$ cat config.mk
export PLATFORM = sky130hd
export DESIGN_NAME = pmem_bank_mapper
export DESIGN_NICKNAME = d
export VERILOG_FILES = /design/src/rtl/pbm_pkg.sv /design/src/rtl/pbm_regs.sv /design/src/rtl/pbm_prog_xlate.sv /design/src/rtl/pbm_tbl_xlate.sv /design/src/rtl/pmem_bank_mapper.sv
export SDC_FILE = /design/constraint.sdc
export NUM_CORES = 1
export LEC_CHECK = 0
export ABC_CLOCK_PERIOD_IN_PS = 1400
export CAP_MARGIN = 15
export CORE_ASPECT_RATIO = 0.5
export CORE_MARGIN = 4
export CORE_UTILIZATION = 38
export CTS_CLUSTER_DIAMETER = 100
export DETAILED_ROUTE_END_ITERATION = 7
export PLACE_DENSITY_LB_ADDON = 0.25
export REMOVE_ABC_BUFFERS = 1
export SKIP_CTS_REPAIR_TIMING = 1
export SLEW_MARGIN = 20
export SYNTH_ARGS = -nofsm -noshare
export SYNTH_HDL_FRONTEND = slang
export SYNTH_SLANG_ARGS = --single-unit
$ cat constraint.sdc
create_clock -name clk -period 1.4 [get_ports clk]
set_input_delay 0.28 -clock clk [delete_from_list [all_inputs] [get_ports clk]]
set_output_delay 0.28 -clock clk [all_outputs]
set_load 0.005 [all_outputs]
$ cat src/rtl/pbm_pkg.sv
package pbm_pkg;

   // which mapper register a write strobe targets
   typedef enum logic [1:0] {
      SEL_NONE = 2'd0,
      SEL_BANK = 2'd1,
      SEL_WIN  = 2'd2
   } pbm_sel_e;

   // page chosen for a program fetch, before concatenation with the offset
   typedef enum logic {
      HALF_BANKED = 1'b0,
      HALF_FIXED  = 1'b1
   } pbm_half_e;

endpackage

$ cat src/rtl/pbm_regs.sv
module pbm_regs
   import pbm_pkg::*;
#(
   parameter int unsigned                DA_W      = 8,
   parameter int unsigned                DW        = 8,
   parameter int unsigned                BANK_W    = 4,
   parameter int unsigned                WSEL_W    = 8,
   parameter logic [DA_W-1:0]            BANK_ADDR = 8'hD8,
   parameter logic [DA_W-1:0]            WIN_ADDR  = 8'hD9
) (
   input  logic              clk,
   input  logic              rst,
   input  logic              wr_en,
   input  logic [DA_W-1:0]   wr_addr,
   input  logic [DW-1:0]     wr_data,
   output logic [BANK_W-1:0] bank_q,
   output logic [WSEL_W-1:0] win_q
);

   pbm_sel_e sel;

   always_comb begin
      sel = SEL_NONE;
      if (wr_en) begin
         if (wr_addr == BANK_ADDR)     sel = SEL_BANK;
         else if (wr_addr == WIN_ADDR) sel = SEL_WIN;
      end
   end

   always_ff @(posedge clk) begin
      if (rst) begin
         bank_q <= '0;
      end else if (sel == SEL_BANK) begin
         bank_q <= wr_data[BANK_W-1:0];
      end
   end

   always_ff @(posedge clk) begin
      if (rst) begin
         win_q <= '0;
      end else if (sel == SEL_WIN) begin
         win_q <= wr_data[WSEL_W-1:0];
      end
   end

endmodule

$ cat src/rtl/pbm_prog_xlate.sv
module pbm_prog_xlate
   import pbm_pkg::*;
#(
   parameter int unsigned PC_W       = 12,
   parameter int unsigned NUM_PAGES  = 10,
   parameter int unsigned FIXED_PAGE = 1,
   parameter int unsigned BANK_W     = 4,
   parameter bit          CLAMP_EN   = 1'b1,
   localparam int unsigned OFS_W     = PC_W - 1,
   localparam int unsigned PHYS_W    = BANK_W + OFS_W
) (
   input  logic              clk,
   input  logic              rst,
   input  logic [PC_W-1:0]   pc,
   input  logic [BANK_W-1:0] bank_q,
   output logic [PHYS_W-1:0] fetch_addr,
   output logic              bank_bad
);

   localparam logic [BANK_W-1:0] LAST_PAGE = BANK_W'(NUM_PAGES - 1);
   localparam logic [BANK_W-1:0] FIX_PAGE  = BANK_W'(FIXED_PAGE);

   logic              over;
   logic [BANK_W-1:0] eff_bank;
   logic [BANK_W-1:0] page;
   pbm_half_e         half;

   assign over     = (bank_q > LAST_PAGE);
   assign bank_bad = over;

   generate
      if (CLAMP_EN) begin : g_clamp
         assign eff_bank = over ? LAST_PAGE : bank_q;
      end else begin : g_wrap
         assign eff_bank = bank_q;
      end
   endgenerate

   assign half = pbm_half_e'(pc[PC_W-1]);

   always_comb begin
      unique case (half)
         HALF_FIXED:  page = FIX_PAGE;
         default:     page = eff_bank;
      endcase
   end

   always_ff @(posedge clk) begin
      if (rst) begin
         fetch_addr <= '0;
      end else begin
         fetch_addr <= {page, pc[OFS_W-1:0]};
      end
   end

endmodule

$ cat src/rtl/pbm_tbl_xlate.sv
module pbm_tbl_xlate #(
   parameter int unsigned     DA_W      = 8,
   parameter int unsigned     WIN_OFS_W = 6,
   parameter int unsigned     WSEL_W    = 8,
   parameter int unsigned     PHYS_W    = 15,
   parameter logic [DA_W-1:0] WIN_BASE  = 8'h40
) (
   input  logic              clk,
   input  logic              rst,
   input  logic              data_rd,
   input  logic [DA_W-1:0]   data_addr,
   input  logic [WSEL_W-1:0] win_q,
   output logic              tbl_hit,
   output logic [PHYS_W-1:0] tbl_addr
);

   localparam int unsigned TAG_W = DA_W - WIN_OFS_W;
   localparam int unsigned RAW_W = WSEL_W + WIN_OFS_W;
   localparam logic [TAG_W-1:0] WIN_TAG = WIN_BASE[DA_W-1:WIN_OFS_W];

   logic              hit;
   logic [RAW_W-1:0]  raw;
   logic [PHYS_W-1:0] phys;

   assign hit = data_rd && (data_addr[DA_W-1:WIN_OFS_W] == WIN_TAG);
   assign raw = {win_q, data_addr[WIN_OFS_W-1:0]};

   generate
      if (RAW_W < PHYS_W) begin : g_pad
         assign phys = {{(PHYS_W - RAW_W){1'b0}}, raw};
      end else begin : g_trunc
         assign phys = raw[PHYS_W-1:0];
      end
   endgenerate

   always_ff @(posedge clk) begin
      if (rst) begin
         tbl_hit  <= 1'b0;
         tbl_addr <= '0;
      end else begin
         tbl_hit  <= hit;
         tbl_addr <= hit ? phys : '0;
      end
   end

endmodule

$ cat src/rtl/pmem_bank_mapper.sv
module pmem_bank_mapper #(
   parameter int unsigned     PC_W       = 12,
   parameter int unsigned     NUM_PAGES  = 10,
   parameter int unsigned     FIXED_PAGE = 1,
   parameter int unsigned     DA_W       = 8,
   parameter int unsigned     DW         = 8,
   parameter int unsigned     WIN_OFS_W  = 6,
   parameter logic [DA_W-1:0] WIN_BASE   = 8'h40,
   parameter logic [DA_W-1:0] BANK_ADDR  = 8'hD8,
   parameter logic [DA_W-1:0] WIN_ADDR   = 8'hD9,
   parameter bit              CLAMP_EN   = 1'b1,
   localparam int unsigned    BANK_W     = $clog2(NUM_PAGES),
   localparam int unsigned    PHYS_W     = BANK_W + PC_W - 1,
   localparam int unsigned    WSEL_W     = DW
) (
   input  logic              clk,
   input  logic              rst,
   input  logic [PC_W-1:0]   pc,
   input  logic              data_rd,
   input  logic [DA_W-1:0]   data_addr,
   input  logic              wr_en,
   input  logic [DA_W-1:0]   wr_addr,
   input  logic [DW-1:0]     wr_data,
   output logic [PHYS_W-1:0] fetch_addr,
   output logic              bank_bad,
   output logic              tbl_hit,
   output logic [PHYS_W-1:0] tbl_addr
);

   // elaboration-time parameter checks
   generate
      if (NUM_PAGES < 2) begin : g_err_pages
         $error("pmem_bank_mapper: NUM_PAGES must be at least 2");
      end
      if (FIXED_PAGE >= NUM_PAGES) begin : g_err_fixed
         $error("pmem_bank_mapper: FIXED_PAGE out of range");
      end
      if (BANK_W > DW) begin : g_err_bankw
         $error("pmem_bank_mapper: bank field wider than write data");
      end
      if (WIN_OFS_W >= DA_W) begin : g_err_win
         $error("pmem_bank_mapper: window wider than data space");
      end
      if ((WIN_BASE % (1 << WIN_OFS_W)) != 0) begin : g_err_align
         $error("pmem_bank_mapper: WIN_BASE not aligned to window size");
      end
      if (BANK_ADDR == WIN_ADDR) begin : g_err_alias
         $error("pmem_bank_mapper: register addresses collide");
      end
   endgenerate

   logic [BANK_W-1:0] bank_q;
   logic [WSEL_W-1:0] win_q;

   pbm_regs #(
      .DA_W      (DA_W),
      .DW        (DW),
      .BANK_W    (BANK_W),
      .WSEL_W    (WSEL_W),
      .BANK_ADDR (BANK_ADDR),
      .WIN_ADDR  (WIN_ADDR)
   ) u_regs (
      .clk     (clk),
      .rst     (rst),
      .wr_en   (wr_en),
      .wr_addr (wr_addr),
      .wr_data (wr_data),
      .bank_q  (bank_q),
      .win_q   (win_q)
   );

   pbm_prog_xlate #(
      .PC_W       (PC_W),
      .NUM_PAGES  (NUM_PAGES),
      .FIXED_PAGE (FIXED_PAGE),
      .BANK_W     (BANK_W),
      .CLAMP_EN   (CLAMP_EN)
   ) u_prog (
      .clk        (clk),
      .rst        (rst),
      .pc         (pc),
      .bank_q     (bank_q),
      .fetch_addr (fetch_addr),
      .bank_bad   (bank_bad)
   );

   pbm_tbl_xlate #(
      .DA_W      (DA_W),
      .WIN_OFS_W (WIN_OFS_W),
      .WSEL_W    (WSEL_W),
      .PHYS_W    (PHYS_W),
      .WIN_BASE  (WIN_BASE)
   ) u_tbl (
      .clk       (clk),
      .rst       (rst),
      .data_rd   (data_rd),
      .data_addr (data_addr),
      .win_q     (win_q),
      .tbl_hit   (tbl_hit),
      .tbl_addr  (tbl_addr)
   );

endmodule

# After elaboration in Yosys (flattened, before gate mapping)

Index checks and enable logic that the tools add are counted.
Widths: inputs -> output; s select.

Bits in registers: 43
Bits in latches: 0
Memory bits (writable): 0
ROM bits: 0
Input port bits: 40
Output and inout bits: 32
Logic and storage cells: 24
Memories kept: 0

Add/subtract/negate cells: 0
$mul: 0
Div/mod/pow operators: 0
Order comparisons: 1
Eq/ne operators: 5
Shifts and indexed selects: 0
Multiplexer cells: 5
Bitwise logic cells: 1
Reductions and logical operators: 4

Operators by type and width:

| cell               | count |
|---|---|
| $eq 8x8->1 const B | 2 |
| $mux 2             | 3 |
| $eq 2x1->1 const B | 2 |
| $gt 4x4->1 const B | 1 |
| $mux 4             | 1 |
| $reduce_or 2->1    | 2 |
| $reduce_or 3->1    | 1 |
| $eq 2x2->1 const B | 1 |
| $logic_and 1x1->1  | 1 |
| $mux 1             | 1 |
| $not 1->1          | 1 |

# Depth between registers and ports, before layout

Gate-level depths: netlist of run 1.

Word-level depth: 5
Mapped depth: 5
Depth with buffers taken out: 3

# Hierarchy

A second synthesis of run 1 with hierarchy kept.

Cell total of the unflattened synthesis: 118
Area, all modules: 1412.6 um^2

By module, submodules not included:

| module         | times used | cells each | area an instance (um^2) | sequential area each (um^2) |
|---|---|---|---|---|
| pbm_regs       | 1          | 51         | 545.5                   | 240.2 |
| pbm_tbl_xlate  | 1          | 33         | 440.4                   | 300.3 |
| pbm_prog_xlate | 1          | 34         | 426.7                   | 300.3 |

# Least setup slack after synthesis of run 1

OpenSTA, ideal clock, no wires.

Kind: input -> register
Start: input wr_addr[2]
End: register u_regs.win_q[0]
Library setup time: 0.072 ns
Data arrival time: 1.008 ns
Data required time: 1.328 ns
Slack: 0.321 ns
Cell stages on the path: 3
Buffers on the path: 0
Cells stage by stage: nand4bb_4 > nor3_4 > mux2i_1

Word-level cells in the longest chain between the ends: 5
Elaborated cells on any way between the ends: 6
Classes of those cells: eq/ne (3); mux (3)

RTL lines:

| what                 | RTL line               | RTL |
|---|---|---|
| start, declared      | pmem_bank_mapper.sv:22 | `input logic [DA_W-1:0] wr_addr,` |
| $eq 8x8->1           | pbm_regs.sv:26         | `else if (wr_addr == WIN_ADDR) sel = SEL_WIN;` |
| $mux 2               | pbm_regs.sv:26         |  |
| $mux 2 (*)           | pbm_regs.sv:25         | `if (wr_addr == BANK_ADDR) sel = SEL_BANK;` |
| $mux 2 (*)           | pbm_regs.sv:24         | `if (wr_en) begin` |
| $eq 2x2->1 (*)       | pbm_regs.sv:41         | `end else if (sel == SEL_WIN) begin` |
| end signal, assigned | pbm_regs.sv:42         | `win_q <= wr_data[WSEL_W-1:0];` |
| end, declared        | pbm_regs.sv:17         | `output logic [WSEL_W-1:0] win_q` |

Every way passes the cells marked *; elsewhere a longest branch is shown, timed or not.
A chain may end at the register's enable or synchronous reset.

# Worst setup path after layout of run 1

Start: register u_prog.fetch_addr[14]
End: output fetch_addr[14]

RTL lines:

| what                   | RTL line               | RTL |
|---|---|---|
| start, declared        | pbm_prog_xlate.sv:16   | `output logic [PHYS_W-1:0] fetch_addr,` |
| start signal, assigned | pbm_prog_xlate.sv:52   | `fetch_addr <= {page, pc[OFS_W-1:0]};` |
| end, declared          | pmem_bank_mapper.sv:24 | `output logic [PHYS_W-1:0] fetch_addr,` |

No word-level cell between the ends.

==> results by group, run 1 <==
Logic synthesis
  – Syn Std Cell Area: 0.001398 mm2
  – Synth top area cells: dfxtp_1 60%, and2_1 7.2%, mux2i_1 5.0%, nor2b_1 4.9%, nand2_1 3.0%
  – Post-Syn Instances: 122
  – Post-synth top area share: 60.16%
  – Syn. warnings: 0
  – Average size of a mapped cell: 11.46 um2
  – Post-synthesis sequential area ratio: between 60% and 70%
  – Netlist cell types: 27
  – Cell taking the most area after synthesis: dfxtp_1
  – Flops & latches, synth: between 40 and 50

Drt
  – Wire per inst: 13.92 um
  – 1st-iter DRT viols: 15
  – TritonRoute pass-1 iters: 4
  – Final ANT Viol Nets: 0
  – Residual DRC: 0
  – WL final: 3591 um
  – Routed vias/inst: around 4.4
  – Via count: approximately 1,100

Setup path
  – R2r setup slk: 0.49 ns
  – Worst path cell trace: clkdlybuf4s50_1
  – CP delay by family, top: buffers and inverters
  – Crit path largest cell delay: 0.49 ns
  – Slowest-stage cell, CP: clkdlybuf4s50_1
  – Worst Setup End Kind: output pin
  – Required @ worst endpoint: around 1.1 ns
  – WS Path Type: reg2out
  – Reg2reg path depth: 3
  – Critical path depth: 1
  – RR Startpoint: u_regs.bank_q[3]
  – R2r endpoint: u_prog.fetch_addr[13]
  – CP Max Fanout: 1
  – Arr. time, crit path: roughly 1.1 ns
  – CP startpoint kind: flip-flop
  – Worst path bufs/invs: 1

Global routing
  – Vias in the first global route: 1,113
  – Gr usage total: approximately 15%
  – Pin count of the biggest net entering global routing: 16
  – Number of antenna violations at the first check in global routing: 0
  – First-pass GRT wire length: between 5000 and 6000 um
  – GRT overflow: 0

STA
  – Clock skew: 0.004701 ns
  – Max Slew Vio Count: 0
  – Fmax: 730.9 MHz
  – Period utilization: 97.73%
  – # setup viols final: 0
  – Smallest setup slack after layout: 0.03177 ns
  – Final Hold Viols: 0
  – Minimum clock period: 1.368 ns

Outcome
  – Outcome: finished, final reports clean

Power and ir drop
  – Static leakage: about 0.0014 uW
  – Sequential cell fraction of total power: 51.1%
  – Pint: 1912 uW
  – Switching Share: a little under 20%
  – Psw: 473.8 uW
  – PwrDens: 984.5 mW/mm2
  – Maximum VDD drop: 523.6 uV
  – Clock network fraction of total power: 38.8%
  – Comb pwr share: a little over 10%

CTS
  – Clock Tree Root: clkbuf_8
  – CTS clk-pin slew, worst paths: 0.08 ns
  – TritonCTS clock tree: built
  – CTS Buf Count: 5
  – H-Tree Depth: 2
  – Worst skew pair latency: 0.29 ns
  – Sink Count: 42
  – Deepest clock path buffer count: 2

Floorplanning
  – Row Count: 15
  – Top Ports: 72
  – DIE AREA: 0.004771 mm2
  – Starting Density: between 40 and 50%
  – Core area: between 0.003 and 0.004 mm2
  – Die H: 50.89 um
  – Die Wd: 93.77 um

Job
  – Max Cap Viol: 0

Placed design
  – Place WS: -0.2267 ns
  – Port buffer count: 70
  – GPL Wtd Cong: 0.6957
  – DP HPWL: 2574 um
  – Post-placement cell area: roughly 0.0022 mm2

Worst hold path
  – Hold Path Depth: 1
  – Hold_sp: u_regs.win_q[1]
  – WHS Endpoint: u_tbl.tbl_addr[7]
  – Worst Hold Class: reg2reg

Cells and area
  – Share of layout cells above drive strength 1: 13.53%
  – Post-route cell area: around 0.0024 mm2
  – Commonest cells after routing, fill and taps aside: 40 x clkdlybuf4s50_1, 39 x dfxtp_1, 30 x dlymetal6s2s_1
  – Synthesis-to-layout area growth: 73.41%
  – Commonest non-fill, non-tap cell in the layout: clkdlybuf4s50_1
  – # nets final: 246
  – Antenna diodes: 0
## synth_stat cells
library cell   n
a31o_1         1
inv_1          1
o31ai_1        4
nand2_1       11
nor3_4         1
buf_4          1
nor2_1         1
nand4bb_4      1
dfxtp_1       42
nand4b_4       1
buf_1          1
nand4_1        4
mux2i_1        7
buf_2          3
nor3b_1        1
nor2b_1       11
nand3_4        1
and2_1        16
o21a_1         1
a21oi_1        4
and4b_2        1
nand2b_1       1
conb_1         1
nor3_1         3
nor4_1         1
inv_2          1
and4bb_2       1
## power groups by stage
stage               registers (uW)  clock network [uW]  logic (uW)
finish                        1220                 926         240
detailed placement            1250                   0         242
global placement              1250                   0         237
global route                  1220                1020         258
CTS                           1220                 943         244
floorplan                     1250                   0        42.9
## flip-flops by register name, indices dropped and copies added (netlist names)
register / flops
u_regs.bank_q: 4
u_prog.fetch_addr: 15
u_regs.win_q: 8
u_tbl.tbl_hit: 1
u_tbl.tbl_addr: 14
## worst max path at each step
stage | slack (ns) | from | to
2_1_floorplan | 0.29 | rst | u_tbl.tbl_addr[0]
3_3_place_gp | -0.16 | wr_addr[2] | u_regs.win_q[2]
3_5_place_dp | -0.23 | wr_addr[2] | u_regs.win_q[2]
4_1_cts | -0.19 | u_regs.bank_q[1] | bank_bad
5_1_grt | -0.003 | wr_addr[4] | u_regs.win_q[3]
6_report | 0.03 | u_prog.fetch_addr[14] | fetch_addr[14]
## cells by family after synthesis
logic type,synth area share (%)
and+or+nand+nor,27.40
DFF,60.16
other,0.2683
muxes,5.014
AOI/OAI and AO/OA,4.745
buffers and inverters,2.416
## cell type report
type	count	area, um2
sequential	42	844.6
timing repair buffer	82	878.3
tap	51	63.81
clock inverter	1	30.03
multi-input combinational	73	523.0
clock buffer	7	76.32
fill	272	1067
inverter	2	7.507
## layer usage
layer | share of wire (%) | global-route usage, %
met1 | 42 | 16.13
met2 | 50 | 25.97
met3 | 7.3 | 4.706
met4 | 1.5 | 6.475
met5 | 0 | 0
## through the flow
stage | power, uW | utilization (%) | hold WS [ns] | setup TNS (ns) | instances
2_1_floorplan | 1296 | - | 0.3491 | 0 | 117
3_3_place_gp | 1486 | 63.69 | 0.4467 | -2.775 | 248
3_5_place_dp | 1491 | 63.69 | 0.4483 | -3.036 | 248
4_1_cts | 2408 | 66.74 | 0.4637 | -0.2189 | 256
5_1_grt | 2502 | 69.43 | 0.4637 | -0.002672 | 258
6_report | 2386 | 69.43 | 0.4713 | 0 | 258
Power figures use the tool's default switching activity.
==> run 2: changes to the inputs <==
--- a/config.mk
+++ b/config.mk
@@ -6,7 +6,7 @@
 export NUM_CORES = 1
 export LEC_CHECK = 0
 export ABC_CLOCK_PERIOD_IN_PS = 1400
-export CAP_MARGIN = 15
+export CAP_MARGIN = 10
 export CORE_ASPECT_RATIO = 0.5
 export CORE_MARGIN = 4
 export CORE_UTILIZATION = 38
@@ -14,6 +14,7 @@
 export DETAILED_ROUTE_END_ITERATION = 7
 export PLACE_DENSITY_LB_ADDON = 0.25
 export REMOVE_ABC_BUFFERS = 1
+export SETUP_SLACK_MARGIN = 0.15
 export SKIP_CTS_REPAIR_TIMING = 1
 export SLEW_MARGIN = 20
 export SYNTH_ARGS = -nofsm -noshare
==> run 2 against run 1 <==
Non-clock buffer count unchanged. First-iteration DRC count down 20%. Flip-flop and latch count unchanged. Wire length up 1.5%. Clock-buffer cell count unchanged. Design area up 1.3%. Largest power group unchanged.
==> results by group, run 2 (synthesis gave the netlist of run 1 again) <==
Outcome
  – Outcome: finished, final reports clean

Placed design
  – GPL Wtd Cong: 0.6957 (unchanged)
  – Port buffer count: 70 (unchanged)
  – Place WS: -0.2267 ns (unchanged)
  – DP HPWL: 2574 um (unchanged)

Setup path
  – WS Path Type: reg2out
  – Arr. time, crit path: 0.96 ns (-0.13 ns)
  – Crit path largest cell delay: 0.33 ns (-0.16 ns)
  – Required @ worst endpoint: 1.12 ns (about the same)
  – Reg2reg path depth: 3 (unchanged)
  – Critical path depth: 2 (+1)
  – Slowest-stage cell, CP: dfxtp_2
  – Worst path cell trace: o21a_1 -> dlymetal6s2s_1
  – CP Max Fanout: 3 (+2)
  – CP delay by family, top: flip-flops
  – Worst Setup End Kind: output pin
  – CP startpoint kind: flip-flop
  – Worst path bufs/invs: 1 (unchanged)

Cells and area
  – Synthesis-to-layout area growth: 75.74%
  – Commonest non-fill, non-tap cell in the layout: dlymetal6s2s_1
  – Share of layout cells above drive strength 1: 14.49% (+0.97 points)
  – # nets final: 246 (unchanged)
  – Largest registers: u_prog.fetch_addr x15, u_tbl.tbl_addr x14, u_regs.win_q x8
  – Commonest cells after routing, fill and taps aside: 40 x dlymetal6s2s_1, 39 x dfxtp_1, 30 x clkdlybuf4s50_1
  – Number of flip-flops under the largest register name: 15 (unchanged)
  – Antenna diodes: 0 (unchanged)
  – Biggest register: u_prog.fetch_addr

Power and ir drop
  – Switching Share: 19.95% (+0.092 points)
  – Pint: 1909 uW (-0.16%)
  – Static leakage: 0.001516 uW (+7.2%)
  – Maximum VDD drop: 522.4 uV (-0.23%)
  – Sequential cell fraction of total power: 51.2% (about the same)
  – Comb pwr share: 10.0% (about the same)
  – Psw: 475.8 uW (+0.42%)
  – PwrDens: 971.0 mW/mm2 (-1.4%)
  – Clock network fraction of total power: 38.8% (about the same)
  – Total chip power: 2385 uW (about the same)

STA
  – Minimum clock period: 1.238 ns (-0.1301 ns)
  – Clock skew: 0.005549 ns (+0.0008484 ns)
  – RSZ-0062 raised after global routing: true
  – # setup viols final: 0 (unchanged)
  – Smallest setup slack after layout: 0.1619 ns (+0.1301 ns)
  – Fmax: 807.7 MHz (+11%)
  – Period utilization: 88.44% (-9.3 points)
  – Final Hold Viols: 0 (unchanged)
  – Max Slew Vio Count: 0 (unchanged)

Drt
  – TritonRoute pass-1 iters: 4 (unchanged)
  – Routed vias/inst: 4.465 (+1.5%)
  – Final ANT Viol Nets: 0 (unchanged)
  – 1st-iter DRT viols: 12 (-3)
  – WL final: 3645 um (+1.5%)
  – Via count: 1,152 (+1.5%)
  – Residual DRC: 0 (unchanged)
  – Wire per inst: 14.13 um (+1.5%)

Global routing
  – GRT overflow: 0 (unchanged)
  – Vias in the first global route: 1,113 (unchanged)
  – Gr usage total: 14.60% (unchanged)
  – Pin count of the biggest net entering global routing: 16 (unchanged)
  – Number of antenna violations at the first check in global routing: 0 (unchanged)
  – First-pass GRT wire length: 5195 um (unchanged)

CTS
  – Deepest clock path buffer count: 2 (unchanged)
  – CTS Buf Count: 5 (unchanged)
  – Clock Tree Root: clkbuf_8
  – Worst skew pair latency: 0.29 ns (about the same)
  – H-Tree Depth: 2 (unchanged)
  – TritonCTS clock tree: built
  – Sink Count: 42 (unchanged)
  – CTS clk-pin slew, worst paths: 0.08 ns (about the same)

Floorplanning
  – Row Count: 15 (unchanged)
  – Die H: 50.89 um (unchanged)
  – Starting Density: 40.04% (unchanged)
  – DIE AREA: 0.004771 mm2 (unchanged)
  – Top Ports: 72 (unchanged)
  – Die Wd: 93.77 um (unchanged)
  – Core area: 0.003491 mm2 (unchanged)

Job
  – Max Cap Viol: 0 (unchanged)

Worst hold path
  – Hold Path Depth: 1 (unchanged)
  – Worst Hold Class: reg2reg
==> run 2: changes by cell type in the layout (fill, tap and decap cells not counted) <==
| cell | delta |
|---|---|
| nor3_1 | -1 |
| nor3_2 | +1 |
| dlymetal6s2s_1 | +10 |
| inv_1 | -1 |
| inv_4 | +1 |
| clkdlybuf4s50_1 | -10 |
==> run 2: layout make-up <==
type,instances,area (um2)
inverter,2,10.01
clock inverter,1,30.03
multi-input combinational,73,528.0
sequential,42,844.6
tap,51,63.81
clock buffer,7,76.32
timing repair buffer,82,903.4
fill,260,1035
==> run 2: routing by layer <==
layer / vias to the layer above / wire, um / global-route usage (%)
li1: 579 / - / -
met1: 518 / 1527 / 16.13
met2: 50 / 1830 / 25.97
met3: 5 / 234 / 4.706
met4: 0 / 53 / 6.475
met5: - / 0 / 0
==> run 2: metrics by stage <==
step | TNS (ns) | util, % | hold WS (ns) | std cells | instance area (um2)
4_1_cts | -0.2189 | 66.74 | 0.4637 | 256 | 2330
2_1_floorplan | 0 | - | 0.3491 | 117 | 1371
3_3_place_gp | -2.775 | 63.69 | 0.4467 | 248 | 2223
3_5_place_dp | -3.036 | 63.69 | 0.4483 | 248 | 2223
5_1_grt | 0 | 70.36 | 0.4676 | 258 | 2456
6_report | 0 | 70.36 | 0.4699 | 258 | 2456
==> run 2: power by group through the flow <==
stage | Clock (uW) | Combinational, uW | Sequential (uW)
after global placement | 0 | 237 | 1250
after CTS | 943 | 244 | 1220
final | 926 | 239 | 1220
after floorplan | 0 | 42.9 | 1250
after global routing | 1030 | 257 | 1220
after detailed placement | 0 | 242 | 1250
==> run 2: final timing paths <==
check | start | end | slack (ns)
setup / recovery | u_regs.bank_q[1] | bank_bad | 0.16
hold / removal | u_regs.win_q[1] | u_tbl.tbl_addr[7] | 0.47
setup reg to reg | u_regs.bank_q[3] | u_prog.fetch_addr[13] | 0.49
hold reg to reg | u_regs.win_q[1] | u_tbl.tbl_addr[7] | 0.47
==> run 3: changes to the inputs <==
--- a/config.mk
+++ b/config.mk
@@ -7,7 +7,6 @@
 export LEC_CHECK = 0
 export ABC_CLOCK_PERIOD_IN_PS = 1400
 export CAP_MARGIN = 10
-export CORE_ASPECT_RATIO = 0.5
 export CORE_MARGIN = 4
 export CORE_UTILIZATION = 38
 export CTS_CLUSTER_DIAMETER = 100
==> run 3 against run 2 <==
Final cell count down 1.6%. Non-clock buffer count up 1. Wire length down 11%. First-iteration DRC count rose to 2.6 times the previous value. Fmax up 0.56%. Design area down 0.82%. Via count up 0.95%. Critical path type unchanged.
==> results by group, run 3 (synthesis gave the netlist of run 1 again) <==
Worst hold path
  – WHS Endpoint: u_tbl.tbl_addr[9]
  – Worst Hold Class: reg2reg
  – Hold Path Depth: 1 (unchanged)
  – Hold_sp: u_regs.win_q[3]

Setup path
  – Required @ worst endpoint: 1.12 ns (about the same)
  – RR Startpoint: u_regs.bank_q[3]
  – WS Path Type: reg2out
  – Arr. time, crit path: 0.95 ns (about the same)
  – R2r setup slk: 0.55 ns (+0.06 ns)
  – R2r endpoint: u_prog.fetch_addr[13]
  – Reg2reg path depth: 3 (unchanged)
  – Worst Setup End Kind: output pin
  – CP Max Fanout: 3 (unchanged)
  – CP startpoint kind: flip-flop

Cells and area
  – Fillers: 240 (-7.7%)
  – Commonest non-fill, non-tap cell in the layout: dfxtp_1
  – Synthesis-to-layout area growth: 74.31%
  – Commonest cells after routing, fill and taps aside: 42 x dfxtp_1, 41 x dlymetal6s2s_1, 29 x clkdlybuf4s50_1
  – Number of flip-flops under the largest register name: 15 (unchanged)
  – Biggest register: u_prog.fetch_addr
  – Largest registers: u_prog.fetch_addr x15, u_tbl.tbl_addr x14, u_regs.win_q x8
  – Antenna diodes: 0 (unchanged)
  – # nets final: 247 (+0.41%)
  – Share of layout cells above drive strength 1: 12.98% (-1.5 points)

Drt
  – Wire per inst: 12.74 um (-9.8%)
  – Final ANT Viol Nets: 0 (unchanged)
  – WL final: 3237 um (-11%)
  – Via count: 1,163 (+0.95%)
  – TritonRoute pass-1 iters: 2 (-2)
  – 1st-iter DRT viols: 31 (+19)
  – Residual DRC: 0 (unchanged)
  – Routed vias/inst: 4.579 (+2.5%)

CTS
  – CTS clk-pin slew, worst paths: 0.07 ns (about the same)
  – Clock Tree Root: clkbuf_8
  – Sink Count: 42 (unchanged)
  – CTS Buf Count: 5 (unchanged)
  – H-Tree Depth: 2 (unchanged)
  – Deepest clock path buffer count: 2 (unchanged)
  – Worst skew pair latency: 0.28 ns (about the same)
  – TritonCTS clock tree: built

Placed design
  – GPL Wtd Cong: 0.6879 (-1.1%)
  – Place WS: -0.2079 ns (+0.01884 ns)
  – DP HPWL: 2440 um (-5.2%)
  – Port buffer count: 70 (unchanged)

Global routing
  – GR Layer Usage met3: 5.511% (+0.80 points)
  – GRT overflow: 0 (unchanged)
  – Layer with the highest usage: met2
  – Pin count of the biggest net entering global routing: 16 (unchanged)
  – First-pass GRT wire length: 4767 um (-8.2%)
  – Gr usage total: 13.72% (-0.89 points)
  – M1 GR Usage: 14.01% (-2.1 points)
  – Number of antenna violations at the first check in global routing: 0 (unchanged)
  – GR Util met2: 25.15% (-0.82 points)
  – Vias in the first global route: 1,142 (+2.6%)

STA
  – # setup viols final: 0 (unchanged)
  – Minimum clock period: 1.231 ns (-0.006902 ns)
  – Fin Setup TNS: 0 ns (unchanged)
  – Clock skew: 0.002064 ns (-0.003485 ns)
  – Max Slew Vio Count: 0 (unchanged)
  – Fmax: 812.2 MHz (+0.56%)
  – RSZ-0062 raised after global routing: true
  – Period utilization: 87.95% (-0.49 points)
  – Smallest setup slack after layout: 0.1688 ns (+0.006902 ns)
  – Final Hold Viols: 0 (unchanged)

Outcome
  – Outcome: finished, final reports clean

Floorplanning
  – Core area: 0.003442 mm2 (-1.4%)
  – Starting Density: 40.60% (+0.57 points)
  – DIE AREA: 0.004712 mm2 (-1.2%)
  – Row Count: 21 (+6)
  – Die Wd: 68.65 um (-27%)
  – Die H: 68.65 um (+35%)
  – Top Ports: 72 (unchanged)

Power and ir drop
  – PwrDens: 967.6 mW/mm2 (-0.35%)
  – Static leakage: 0.001522 uW (+0.39%)
  – Total chip power: 2357 uW (-1.2%)
  – Maximum VDD drop: 579.4 uV (+11%)

Job
  – Max Cap Viol: 0 (unchanged)
-- run 3: per-stage QoR --
stage	hold slack, ns	area [um2]	util, %	cells
3_5_place_dp	0.4416	2212	64.27	244
5_1_grt	0.4717	2436	70.77	254
3_3_place_gp	0.4421	2212	64.27	244
4_1_cts	0.4588	2318	67.36	252
2_1_floorplan	0.3491	1371	-	117
6_report	0.4546	2436	70.77	254
-- run 3: critical path, cell delays in order, from the launching register on --
cell	delay, ns
dfxtp_1	0.32
o21a_1	0.20
dlymetal6s2s_1	0.15
-- run 3: worst max-delay path by stage --
stage	start	endpoint	slack, ns	cells after the start
2_1_floorplan	rst	u_tbl.tbl_addr[0]	0.29	2
3_3_place_gp	wr_addr[2]	u_regs.win_q[2]	-0.16	4
3_5_place_dp	wr_addr[2]	u_regs.win_q[2]	-0.21	4
4_1_cts	u_regs.bank_q[1]	bank_bad	-0.20	2
5_1_grt	u_regs.bank_q[1]	bank_bad	0.12	2
6_report	u_regs.bank_q[1]	bank_bad	0.17	2
-- run 3: layer usage --
layer | routed length, um | vias to the layer above
li1 | - | 577
met1 | 1293 | 536
met2 | 1603 | 46
met3 | 298 | 4
met4 | 42 | 0
met5 | 0 | -
-- run 3: final cells by class --
| type | count | area [um2] | area share (%) |
|---|---|---|---|
| clock buffer | 7 | 76.32 | 3.133 |
| clock inverter | 1 | 30.03 | 1.233 |
| inverter | 2 | 7.507 | 0.3082 |
| multi-input combinational | 73 | 523.0 | 21.47 |
| sequential | 42 | 840.8 | 34.51 |
| tap | 46 | 57.56 | 2.363 |
| timing repair buffer | 83 | 900.9 | 36.98 |
-- run 3: where the power goes --
| group | total [uW] | internal [uW] | switching (uW) |
|---|---|---|---|
| Clock | 903 | 533 | 370 |
| Sequential | 1220 | 1220 | 4.87 |
| Combinational | 233 | 158 | 74.6 |
